==> src/rtl/dio_regfile.sv <==
module dio_regfile #(
  parameter int BYTE_W      = 8,
  parameter int SYNC_STAGES = 2,
  localparam int BANKS      = 3,
  localparam int LINES      = BYTE_W * BANKS,
  localparam int COS_W      = BYTE_W * (BANKS + 1),
  localparam int SYNC_W     = LINES + BYTE_W
) (
  input  logic              clk,
  input  logic              rst_n,
  input  logic [3:0]        bus_addr,
  input  logic              bus_wr,
  input  logic [BYTE_W-1:0] bus_wdata,
  input  logic              bus_rd,
  output logic [BYTE_W-1:0] bus_rdata,
  output logic [LINES-1:0]  out_lines,
  input  logic [LINES-1:0]  in_lines,
  input  logic [BYTE_W-1:0] ttl_pins,
  output logic [BYTE_W-1:0] ttl_out,
  output logic              ttl_oe,
  output logic [LINES-1:0]  in_sync,
  output logic [BYTE_W-1:0] ttl_sync,
  input  logic [COS_W-1:0]  cos_status,
  output logic [COS_W-1:0]  cos_clear,
  output logic [BYTE_W-1:0] cos_en,
  input  logic              irq_pin
);
  localparam logic [3:0] A_TTL_OUT = 4'h3;
  localparam logic [3:0] A_TTL_IN  = 4'h7;
  localparam logic [3:0] A_CTRL    = 4'hC;
  localparam logic [3:0] A_EN      = 4'hE;
  localparam logic [3:0] A_SRST    = 4'hF;
  localparam int         DIR_BIT   = 1;

  logic [LINES-1:0]  out_q;
  logic [BYTE_W-1:0] ttl_q, ctrl_q, en_q, rdata_q, rd_mux;
  logic [COS_W-1:0]  clr_q;
  logic              srst_q;
  logic [SYNC_W-1:0] sync_q [SYNC_STAGES];

  int unsigned lane;
  assign lane = 32'(bus_addr[1:0]) * BYTE_W;

  always_ff @(posedge clk or negedge rst_n) begin
    if (!rst_n) sync_q[0] <= '0;
    else        sync_q[0] <= {ttl_pins, in_lines};
  end

  for (genvar s = 1; s < SYNC_STAGES; s++) begin : g_sync
    always_ff @(posedge clk or negedge rst_n) begin
      if (!rst_n) sync_q[s] <= '0;
      else        sync_q[s] <= sync_q[s-1];
    end
  end

  assign in_sync  = sync_q[SYNC_STAGES-1][LINES-1:0];
  assign ttl_sync = sync_q[SYNC_STAGES-1][SYNC_W-1:LINES];

  always_ff @(posedge clk or negedge rst_n) begin
    if (!rst_n) begin
      out_q  <= '0;
      ttl_q  <= '0;
      ctrl_q <= '0;
      en_q   <= '0;
      clr_q  <= '0;
      srst_q <= 1'b0;
    end else begin
      srst_q <= bus_wr && (bus_addr == A_SRST);
      clr_q  <= '0;
      if (srst_q) begin
        out_q  <= '0;
        ttl_q  <= '0;
        ctrl_q <= '0;
        en_q   <= '0;
      end else if (bus_wr) begin
        case (bus_addr)
          4'h0, 4'h1, 4'h2:         out_q[lane +: BYTE_W] <= bus_wdata;
          A_TTL_OUT:                ttl_q  <= bus_wdata;
          4'h8, 4'h9, 4'hA, 4'hB:   clr_q[lane +: BYTE_W] <= bus_wdata;
          A_CTRL:                   ctrl_q <= bus_wdata;
          A_EN:                     en_q   <= bus_wdata;
          default: ;
        endcase
      end
    end
  end

  always_comb begin
    rd_mux = '0;
    case (bus_addr)
      4'h0, 4'h1, 4'h2:       rd_mux = out_q[lane +: BYTE_W];
      A_TTL_OUT:              rd_mux = ttl_q;
      4'h4, 4'h5, 4'h6:       rd_mux = in_sync[lane +: BYTE_W];
      A_TTL_IN:               rd_mux = ttl_sync;
      4'h8, 4'h9, 4'hA, 4'hB: rd_mux = cos_status[lane +: BYTE_W];
      A_CTRL:                 rd_mux = ctrl_q;
      A_EN:                   rd_mux = en_q;
      A_SRST:                 rd_mux = {{(BYTE_W-1){1'b0}}, irq_pin};
      default:                rd_mux = '0;
    endcase
  end

  always_ff @(posedge clk or negedge rst_n) begin
    if (!rst_n) rdata_q <= '0;
    else        rdata_q <= bus_rd ? rd_mux : '0;
  end

  assign bus_rdata = rdata_q;
  assign out_lines = out_q;
  assign ttl_out   = ttl_q;
  assign ttl_oe    = ctrl_q[DIR_BIT];
  assign cos_en    = en_q;
  assign cos_clear = clr_q;
endmodule

==> config.mk <==
export PLATFORM = sky130hd
export DESIGN_NAME = dio_regfile
export DESIGN_NICKNAME = d
export VERILOG_FILES = /design/src/rtl/dio_regfile.sv
export SDC_FILE = /design/constraint.sdc
export NUM_CORES = 1
export LEC_CHECK = 0
export BUFFER_PORTS_ARGS = -buffer_cell sky130_fd_sc_hd__buf_2
export CORE_ASPECT_RATIO = 1.5
export CORE_MARGIN = 3
export CORE_UTILIZATION = 55
export DETAILED_ROUTE_END_ITERATION = 10
export GPL_TIMING_DRIVEN = 0
export HOLD_SLACK_MARGIN = 0.05
export PLACE_DENSITY = 0.94
export SYNTH_ARGS = -nofsm -noshare
export SYNTH_HDL_FRONTEND = slang
export SYNTH_SLANG_ARGS = --single-unit
==> constraint.sdc <==
create_clock -name clk -period 3.1 [get_ports clk]
set_clock_uncertainty 0.15 [all_clocks]
set_input_delay 0.155 -clock clk [delete_from_list [all_inputs] [get_ports clk]]
set_output_delay 0.155 -clock clk [all_outputs]
set_load 0.02 [all_outputs]
==> flow_summary.yaml, run 1 <==
floorplanning:
  initial_core_util: 0.572
  ios: 194
  rows: 46
  core_mm2: 0.0107
  die_area_mm2: 0.0125
  dieHeight_um: 135
  die_w_um: 92.2
critical_path:
  cp_max_fo: 10
  crit_path_start_kind: "primary input"
  critical-path-slowest-cell: "a221oi_1"
  cpMostUsedCell: "buf_2"
  path_cells: "buf_2, buf_2, buf_2, inv_1, ha_1, buf_4, nor4_4, nor2_2, buf_2, a221oi_1, o221a_2, o32ai_1"
  cp-end-kind: "flip-flop"
  arrival_ns: 3.02
  critPathRequiredTime_ns: 3.21
  path_class: "in -> reg"
  reg2reg_from: "srst_q"
  worst_path_largest_cell_delay_ns: 0.43
  startpoint: "bus_addr[0]"
finish:
  nets: 834
  diodes: 0
  syn2layout_area_growth_pct: 34.4
  layout-drive-gt1-share: 0.351
  fill_cells: 694
sta:
  min_period_over_period: 0.939
  tns_ns: 0
  finalSetupViolCount: 0
  rsz0062_at_grt: "no"
  slew_headroom: 0.452
  drv_slew: 0
  fmax_mhz: 343
  worstMarginPinSlew_ns: 0.818
  period_needed_ns: 2.91
  timing.hold.ws_ns: 0.0776
  hold_viol_final: 0
  finalWorstSetupSlack_ns: 0.188
detailed_routing:
  firstDrtPassIters: 5
  routed_wl_mm: 19.4
  drt_iter0_markers: 532
  num_vias: 5355
  wl_per_cell_um: 21.5
  drcViolationCount: 0
  ant_nets: 0
  vias_per_cell: 5.92
worst_hold_path:
  hp-class: "in -> reg"
  min_from: "bus_wdata[4]"
power:
  power_uw: 5070
  power.share.clock: 0.448
  power_frac_comb: 0.121
  power.density_mw_per_mm2: 615
  cellLeakagePower_uw: 0.00415
  swShare: 0.251
  ir_worst_vdd_uv: 443
  p_switching_uw: 1270
  p_seq_frac: 0.431
  p_int_uw: 3790
synth:
  ys_seq_elements: 153
  synth_top_cell_area_share: 0.625
  synth-edff-count: 0
  synth-seq-area-share: 0.625
  syn-cell-area_mm2: 0.00613
  synth_fp_nets: 596
  yosysTopAreaCell: "dfrtp_1"
  synth_most_common_cell: "dfrtp_1"
  avgSynthCellArea_um2: 12.0
  synthCells: 510
  ys_async_sr_fraction: 1.00
  synth_top_flop_cell: "dfrtp_1"
  synth_common_cells: "dfrtp_1, nand2_1, and2_1"
  ys_top_cells_by_area: "dfrtp_1, nand2_1, buf_4, and2_1, a22o_1"
  synth_cell_types: 43
  yosys_warnings: 0
placed_design:
  gp_congestion: 0.977
  place_ws_ns: -0.0986
  hpwlAfterDp_mm: 13.2
  numPortBuffers: 185
clock_tree:
  cts.path.max_buffers: 2
  cts_root_buf: "clkbuf_16"
  htree_levels: 4
  cts.clk_slew.worst_paths_ns: 0.06
  worstSkewPairLatency_ns: 0.43
  cts.sinks: 153
  postCtsSetupBuffers: 0
  cts_made_buffers: 17
  cts_tree: "done"
global_route:
  grt_max_degree: 79
  grt-ovfl-total: 0
  grt_pass1_vias: 5432
  grt_pass1_wl_mm: 29.3
  grt.total_usage: 0.318
  antenna_found_initial: 0
outcome:
  status: "finished, final reports clean"
job:
  drv_cap: 0
==> routing by layer <==
metal	track usage	vias up	routed length, um
met1	0.366	2582	6610
li1	-	2273	-
met2	0.524	400	9760
met3	0.0728	100	1710
met5	0	-	0
met4	0.220	0	1340
==> layout by cell type (no fill, tap or decap), types with 4 or more instances in the layout <==
| master | Yosys | final |
|---|---|---|
| buf_2 | 5 | 189 |
| dfrtp_1 | 153 | 153 |
| nand2_1 | 67 | 67 |
| and2_1 | 35 | 35 |
| buf_4 | 33 | 33 |
| dlygate4sd3_1 | 0 | 33 |
| a21oi_1 | 26 | 26 |
| clkbuf_1 | 22 | 24 |
| a22o_1 | 24 | 24 |
| a221oi_1 | 21 | 21 |
| mux2i_1 | 19 | 19 |
| o21ai_0 | 17 | 17 |
| clkbuf_16 | 0 | 17 |
| nor2_1 | 12 | 12 |
| nand3_1 | 9 | 9 |
| o32ai_1 | 7 | 7 |
| o221a_2 | 6 | 6 |
| a222oi_1 | 5 | 5 |
| ha_1 | 5 | 5 |
| bufinv_16 | 0 | 5 |
| and3_1 | 4 | 4 |
==> area by class of cell <==
class	count	area [um^2]	area share
Clock buffer	20	447	0.0542
Timing Repair Buffer	219	1290	0.157
Clock inverter	11	194	0.0235
Sequential cell	153	3830	0.465
Tap cell	144	180	0.0219
Multi-Input combinational cell	291	1910	0.231
Inverter	4	15.0	0.00182
Buffer	62	378	0.0459
==> worst paths after layout <==
| path | to | slack (ns) | cells past startpoint |
|---|---|---|---|
| min reg2reg | in_sync[16] | 0.19 | 0 |
| max | bus_rdata[7] | 0.19 | 12 |
| max reg2reg | out_lines[18] | 0.95 | 5 |
| max in group asynchronous | ctrl_q[1] | 1.83 | 3 |
| min | ctrl_q[4] | 0.08 | 3 |
| min in group asynchronous | in_sync[7] | 0.17 | 2 |
==> worst max-delay path, delay by kind of cell <==
family / cells / cell delay, ns
and+or+nand+nor: 2 / 0.59
buffers and inverters: 6 / 1.21
AOI/OAI and AO/OA: 3 / 0.84
adders and majority gates: 1 / 0.22
==> cell families after synthesis <==
logic type,synth area share
DFF,0.625
and+or+nand+nor,0.121
AOI/OAI and AO/OA,0.148
buffers and inverters,0.0641
muxes,0.0310
adders and majority gates,0.0102
==> what timing repair did <==
item,in CTS,in global routing
endpoints found under the setup margin,0,0
hold endpoints to repair,109,0
hold buffers,33,0
resized for setup,0,0
==> per-stage QoR <==
step / cell area [um^2] / util / std cells
6_report: 8240 / 0.770 / 904
5_1_grt: 8240 / 0.770 / 904
2_1_floorplan: 6130 / - / 510
3_5_place_dp: 7270 / 0.679 / 840
3_3_place_gp: 7230 / 0.676 / 839
4_1_cts: 8240 / 0.770 / 904
==> power by group through the flow <==
stage          Combinational [uW]  Clock [uW]  Sequential (uW)
2_1_floorplan                 263           0             2250
3_3_place_gp                  546           0             2200
3_5_place_dp                  569           0             2210
4_1_cts                       608        2260             2180
5_1_grt                       653        2350             2190
6_report                      615        2270             2180
==> registers in the layout (all words and copies together) (netlist names) <==
register	flops
ttl_out	8
bus_rdata	8
in_sync	24
sync_q	32
srst_q	1
out_lines	24
cos_clear	32
cos_en	8
ttl_sync	8
ctrl_q	8
(Power assumes the default switching activity.)
==> run 2: changes to the inputs <==
--- a/config.mk
+++ b/config.mk
@@ -6,13 +6,15 @@
 export NUM_CORES = 1
 export LEC_CHECK = 0
 export BUFFER_PORTS_ARGS = -buffer_cell sky130_fd_sc_hd__buf_2
+export CELL_PAD_IN_SITES_DETAIL_PLACEMENT = 1
+export CELL_PAD_IN_SITES_GLOBAL_PLACEMENT = 1
 export CORE_ASPECT_RATIO = 1.5
 export CORE_MARGIN = 3
-export CORE_UTILIZATION = 55
+export CORE_UTILIZATION = 42
 export DETAILED_ROUTE_END_ITERATION = 10
 export GPL_TIMING_DRIVEN = 0
 export HOLD_SLACK_MARGIN = 0.05
-export PLACE_DENSITY = 0.94
+export PLACE_DENSITY = 0.93
 export SYNTH_ARGS = -nofsm -noshare
 export SYNTH_HDL_FRONTEND = slang
 export SYNTH_SLANG_ARGS = --single-unit
==> run 2 against run 1 <==
Net effect:
- sequential share of layout area decreased by 0.46 points
- highest routed layer unchanged
- via count is 2.7% higher
- critical path depth rose by 1
- die area is 29% higher
- clock power down 3%
- non-clock buffer count rose by 2
- total power fell by 0.34%
- wire length up 25%
- largest cell class unchanged
==> flow_summary.yaml, run 2 (synthesis gave the netlist of run 1 again) <==
critical_path:
  r2r_setup_slack_ns: 0.94
  path_class: "in -> reg"
  crit_path_start_kind: "primary input"
  crit_end: "bus_rdata[5]"
  worstRegToRegCells: 5
  worst_path_largest_cell_delay_ns: 0.38
  path_cells: "buf_2, buf_2, clkbuf_4, inv_1, ha_1, buf_4, or3_4, and2_4, buf_6, buf_6, nor3_4, a221oi_1, o32ai_2"
  r2r-end: "out_lines[16]"
  reg2reg_from: "srst_q"
  arrival_ns: 3.15
  cp_max_fo: 10
  path_depth: 13
  critPathRequiredTime_ns: 3.25
  critical-path-slowest-cell: "nor3_4"
  startpoint: "bus_addr[0]"
  cp-end-kind: "flip-flop"
  cp_top_family: "buffers and inverters"
  critPathBufInv: 7
global_route:
  grt_max_degree: 81
  grt-ovfl-total: 0
  antenna_found_initial: 1
  grt_pass1_vias: 6038
  gr-usage-met3: 0.0643
  grt.met2_usage: 0.533
  grt_pass1_wl_mm: 36.6
  grt.total_usage: 0.306
  grt.met1_usage: 0.318
  grt.busiest_layer: "met2"
floorplanning:
  rows: 53
  die_w_um: 105
  initial_core_util: 0.434
  ios: 194
  dieHeight_um: 154
  die_area_mm2: 0.0161
  core_mm2: 0.0141
clock_tree:
  cts.path.max_buffers: 2
  worstSkewPairLatency_ns: 0.43
  cts.clk_slew.worst_paths_ns: 0.07
  htree_levels: 4
  cts.sinks: 153
  cts_made_buffers: 17
  cts_root_buf: "clkbuf_16"
  cts_tree: "done"
sta:
  min_period_over_period: 0.968
  finalSetupViolCount: 0
  slew_headroom: 0.357
  period_needed_ns: 3.00
  rsz0062_at_grt: "yes"
  hold_viol_final: 0
  fmax_mhz: 333
  tns_ns: 0
  drv_slew: 0
  worstMarginPinSlew_ns: 0.960
finish:
  syn2layout_area_growth_pct: 35.8
  layout-drive-gt1-share: 0.359
  fill_cells: 1508
  layout_common_cells: "buf_2, dfrtp_1, nand2_1"
  layout_commonest_cell: "buf_2"
  utilization: 0.589
  nets: 836
job:
  drv_cap: 0
placed_design:
  gp_congestion: 0.887
  numPortBuffers: 185
  hpwlAfterDp_mm: 15.7
detailed_routing:
  drt_iter0_markers: 443
  vias_per_cell: 5.75
  num_vias: 5497
  wl_per_cell_um: 25.4
  routed_wl_mm: 24.3
  drcViolationCount: 0
  ant_nets: 0
  firstDrtPassIters: 6
outcome:
  status: "finished, final reports clean"
power:
  ir_worst_vdd_uv: 386
  cellLeakagePower_uw: 0.00415
  power.density_mw_per_mm2: 607
worst_hold_path:
  hp-class: "in -> reg"
  min_from: "bus_wdata[7]"
## run 2: changes by cell type in the layout (fill, tap and decap cells not counted), sizes merged
cell         delta
dlygate4sd3     +1
clkinvlp        +1
inv             +1
clkinv          +2
diode           +1
bufinv          -2
## run 2: cell type report
class / instances / area, um^2 / share of cell area
sequential: 153 / 3830 / 0.460
timing repair buffer: 221 / 1310 / 0.157
inverter: 4 / 15.0 / 0.00180
tap: 192 / 240 / 0.0289
multi-input combinational: 291 / 1940 / 0.233
antenna: 1 / 2.50 / 0.000301
clock inverter: 13 / 168 / 0.0202
buffer: 62 / 380 / 0.0457
clock buffer: 19 / 443 / 0.0532
## run 2: per-stage QoR
stage                     instance area, um^2  instances  hold slack (ns)  power [uW]  setup WS, ns
final                                    8320        956            0.103        5050        0.0981
after global routing                     8320        956            0.126        5200       -0.0287
after CTS                                8280        954           0.0811        5020        0.0862
after detailed placement                 7330        888           0.0920        2800        -0.227
after global placement                   7290        887            0.113        2760        -0.271
after floorplan                          6130        510           -0.291        2510         0.525
## run 2: worst min path at each step
stage	end	slack, ns	depth (start not counted)
2_1_floorplan	bus_rdata[0]	-0.29	0
3_3_place_gp	sync_q[62]	0.11	1
3_5_place_dp	sync_q[52]	0.09	1
4_1_cts	ctrl_q[6]	0.08	3
5_1_grt	cos_en[7]	0.13	3
6_report	cos_en[7]	0.10	3
## run 2: layer usage
layer	vias up	part of all wire
li1	2276	-
met1	2763	0.34
met2	336	0.52
met3	122	0.064
met4	0	0.081
met5	-	0
## run 2: worst register-to-register path: stages, from the launching register on
cell      delay (ns)
dfrtp_1         0.39
clkbuf_1        0.28
nor2_1          0.33
nand4_1         0.17
nor2_1          0.52
a22o_1          0.28
## run 2: power breakdown
part           total, uW  leakage (uW)  internal [uW]  switching [uW]
Sequential          2190       0.00197           2100            87.1
Clock               2210      0.000294           1300             913
Combinational        648       0.00189            246             402
## run 2: repair_timing
item                       in CTS  in global routing
hold endpoints to repair      113                  0
setup endpoints to repair       0                  7
setup buffers                   0                  1
hold buffers                   34                  0
resized for setup               0                  6
==> run 3: changes to the inputs <==
--- a/config.mk
+++ b/config.mk
@@ -10,11 +10,11 @@
 export CELL_PAD_IN_SITES_GLOBAL_PLACEMENT = 1
 export CORE_ASPECT_RATIO = 1.5
 export CORE_MARGIN = 3
-export CORE_UTILIZATION = 42
+export CORE_UTILIZATION = 40
 export DETAILED_ROUTE_END_ITERATION = 10
 export GPL_TIMING_DRIVEN = 0
 export HOLD_SLACK_MARGIN = 0.05
-export PLACE_DENSITY = 0.93
+export PLACE_DENSITY = 0.9
 export SYNTH_ARGS = -nofsm -noshare
 export SYNTH_HDL_FRONTEND = slang
 export SYNTH_SLANG_ARGS = --single-unit
==> run 3 against run 2 <==
Net effect:
- flip-flop and latch count unchanged
- clock power down 8%
- global-route usage down 2.9 points
- register-to-register slack better by 0.03 ns
- fmax up 2.2%
- utilization down 3.1 points
==> flow_summary.yaml, run 3 (synthesis gave the netlist of run 1 again) <==
worst_hold_path:
  holdPathEnd: "ctrl_q[5]"
  hold_depth: 3
  min_from: "bus_wdata[5]"
  hp-class: "in -> reg"
global_route:
  grt.met2_usage: 0.492
  grt-ovfl-total: 0
  grt_pass1_wl_mm: 34.6
  antenna_found_initial: 0
  grt.met1_usage: 0.294
  grt.busiest_layer: "met2"
  grt_max_degree: 88
  grt_pass1_vias: 5866
  grt.total_usage: 0.277
  gr-usage-met3: 0.0575
critical_path:
  arrival_ns: 3.09
  cpMostUsedCell: "buf_2"
  worstRegToRegCells: 5
  crit_path_start_kind: "primary input"
  path_depth: 12
  path_class: "in -> reg"
  cp_top_family: "buffers and inverters"
  path_cells: "buf_2, buf_2, clkbuf_4, inv_1, ha_1, buf_4, nor4_4, nand2b_1, buf_2, nand2_1, o221a_1, o32ai_2"
  reg2reg_from: "srst_q"
  critPathRequiredTime_ns: 3.26
  critical-path-slowest-cell: "nor4_4"
  worst_path_largest_cell_delay_ns: 0.41
  r2r_setup_slack_ns: 0.97
  r2r-end: "out_lines[16]"
  cp_max_fo: 10
  cp-end-kind: "flip-flop"
  critPathBufInv: 6
clock_tree:
  postCtsSetupBuffers: 0
  cts.clk_slew.worst_paths_ns: 0.06
  cts_tree: "done"
  worstSkewPairLatency_ns: 0.43
  cts.path.max_buffers: 2
  cts_made_buffers: 17
  htree_levels: 4
  cts.sinks: 153
  cts_root_buf: "clkbuf_16"
floorplanning:
  core_mm2: 0.0148
  die_w_um: 107
  die_area_mm2: 0.0169
  rows: 54
  ios: 194
  dieHeight_um: 158
  initial_core_util: 0.414
power:
  p_seq_frac: 0.450
  cellLeakagePower_uw: 0.00411
  p_int_uw: 3550
  power.density_mw_per_mm2: 589
  ir_worst_vdd_uv: 347
  swShare: 0.271
  power.share.clock: 0.419
  power_frac_comb: 0.131
  p_switching_uw: 1320
placed_design:
  placed_area_mm2: 0.00733
  gp_congestion: 0.897
  hpwlAfterDp_mm: 15.6
  place_ws_ns: -0.210
  numPortBuffers: 185
  dp.cells: 892
detailed_routing:
  drt_iter0_markers: 332
  wl_per_cell_um: 24.3
  vias_per_cell: 5.61
  drcViolationCount: 0
  routed_wl_mm: 23.3
  firstDrtPassIters: 5
  ant_nets: 0
  num_vias: 5382
finish:
  layout_commonest_cell: "buf_2"
  syn2layout_area_growth_pct: 34.7
  layout-drive-gt1-share: 0.353
  finalNonFillerCells: 959
  fill_cells: 1605
  final_cell_area_mm2: 0.00825
  multiInputGateArea_mm2: 0.00191
  nets: 834
  layout_common_cells: "buf_2, dfrtp_1, nand2_1"
  seq_area_mm2: 0.00383
sta:
  fmax_mhz: 341
  period_needed_ns: 2.94
  rsz0062_at_grt: "no"
  timing.hold.ws_ns: 0.108
  hold_viol_final: 0
  min_period_over_period: 0.947
  worstMarginPinSlew_ns: 0.971
  finalWorstSetupSlack_ns: 0.164
  slew_headroom: 0.350
  drv_slew: 0
  finalSetupViolCount: 0
job:
  drv_cap: 0
outcome:
  status: "finished, final reports clean"
run 3: cell count changes in the layout (fill, tap and decap cells not counted), moves of 2 or more:
cell | before | now
clkinv_2 | 2 | 4
clkinv_4 | 3 | 1
clkinvlp_4 | 2 | 5
inv_6 | 3 | 0
o32ai_1 | 4 | 6
o32ai_2 | 4 | 2
run 3: power by group through the flow:
stage | logic, uW | clock network [uW] | registers (uW)
2_1_floorplan | 263 | 0 | 2250
3_3_place_gp | 551 | 0 | 2210
3_5_place_dp | 584 | 0 | 2220
4_1_cts | 626 | 2050 | 2180
5_1_grt | 679 | 2150 | 2190
6_report | 637 | 2040 | 2190
run 3: cell type report:
cell class / instances / area share
Timing Repair Buffer: 219 / 0.156
Clock inverter: 12 / 0.0153
Sequential cell: 153 / 0.464
Tap cell: 196 / 0.0297
Clock buffer: 20 / 0.0541
Multi-Input combinational cell: 291 / 0.232
Antenna cell: 2 / 0.000607
Buffer: 62 / 0.0461
Inverter: 4 / 0.00182
run 3: metrics by stage:
| stage | util | TNS [ns] | power (uW) |
|---|---|---|---|
| after floorplan | - | 0 | 2510 |
| after global placement | 0.493 | -43.95 | 2760 |
| after detailed placement | 0.496 | -0.671 | 2800 |
| after CTS | 0.557 | 0 | 4850 |
| after global routing | 0.557 | 0 | 5030 |
| final | 0.558 | 0 | 4860 |
run 3: worst max path at each step:
stage | start | endpoint | slack, ns
finish | bus_addr[0] | bus_rdata[5] | 0.16
global route | bus_addr[0] | bus_rdata[5] | 0.08
CTS | bus_addr[0] | bus_rdata[5] | 0.15
detailed placement | bus_addr[0] | bus_rdata[5] | -0.21
global placement | rst_n | cos_clear[0] | -0.30
floorplan | bus_addr[0] | bus_rdata[4] | 0.53
run 3: timing repair:
item / in CTS / in global routing
resized for setup: 0 / 2
endpoints found under the setup margin: 0 / 1
hold buffers: 33 / 0
hold endpoints to repair: 118 / 0
run 3: metal layers:
layer / vias to the layer above / part of all wire
met5: - / 0
met4: 0 / 0.062
met3: 101 / 0.057
met2: 312 / 0.54
met1: 2699 / 0.34
li1: 2270 / -
run 3: worst register-to-register path, delay by kind of cell (launching register included):
family | cells | cell delay (ns)
and+or+nand+nor | 3 | 0.99
AOI/OAI and AO/OA | 1 | 0.27
DFF | 1 | 0.38
buffers and inverters | 1 | 0.27
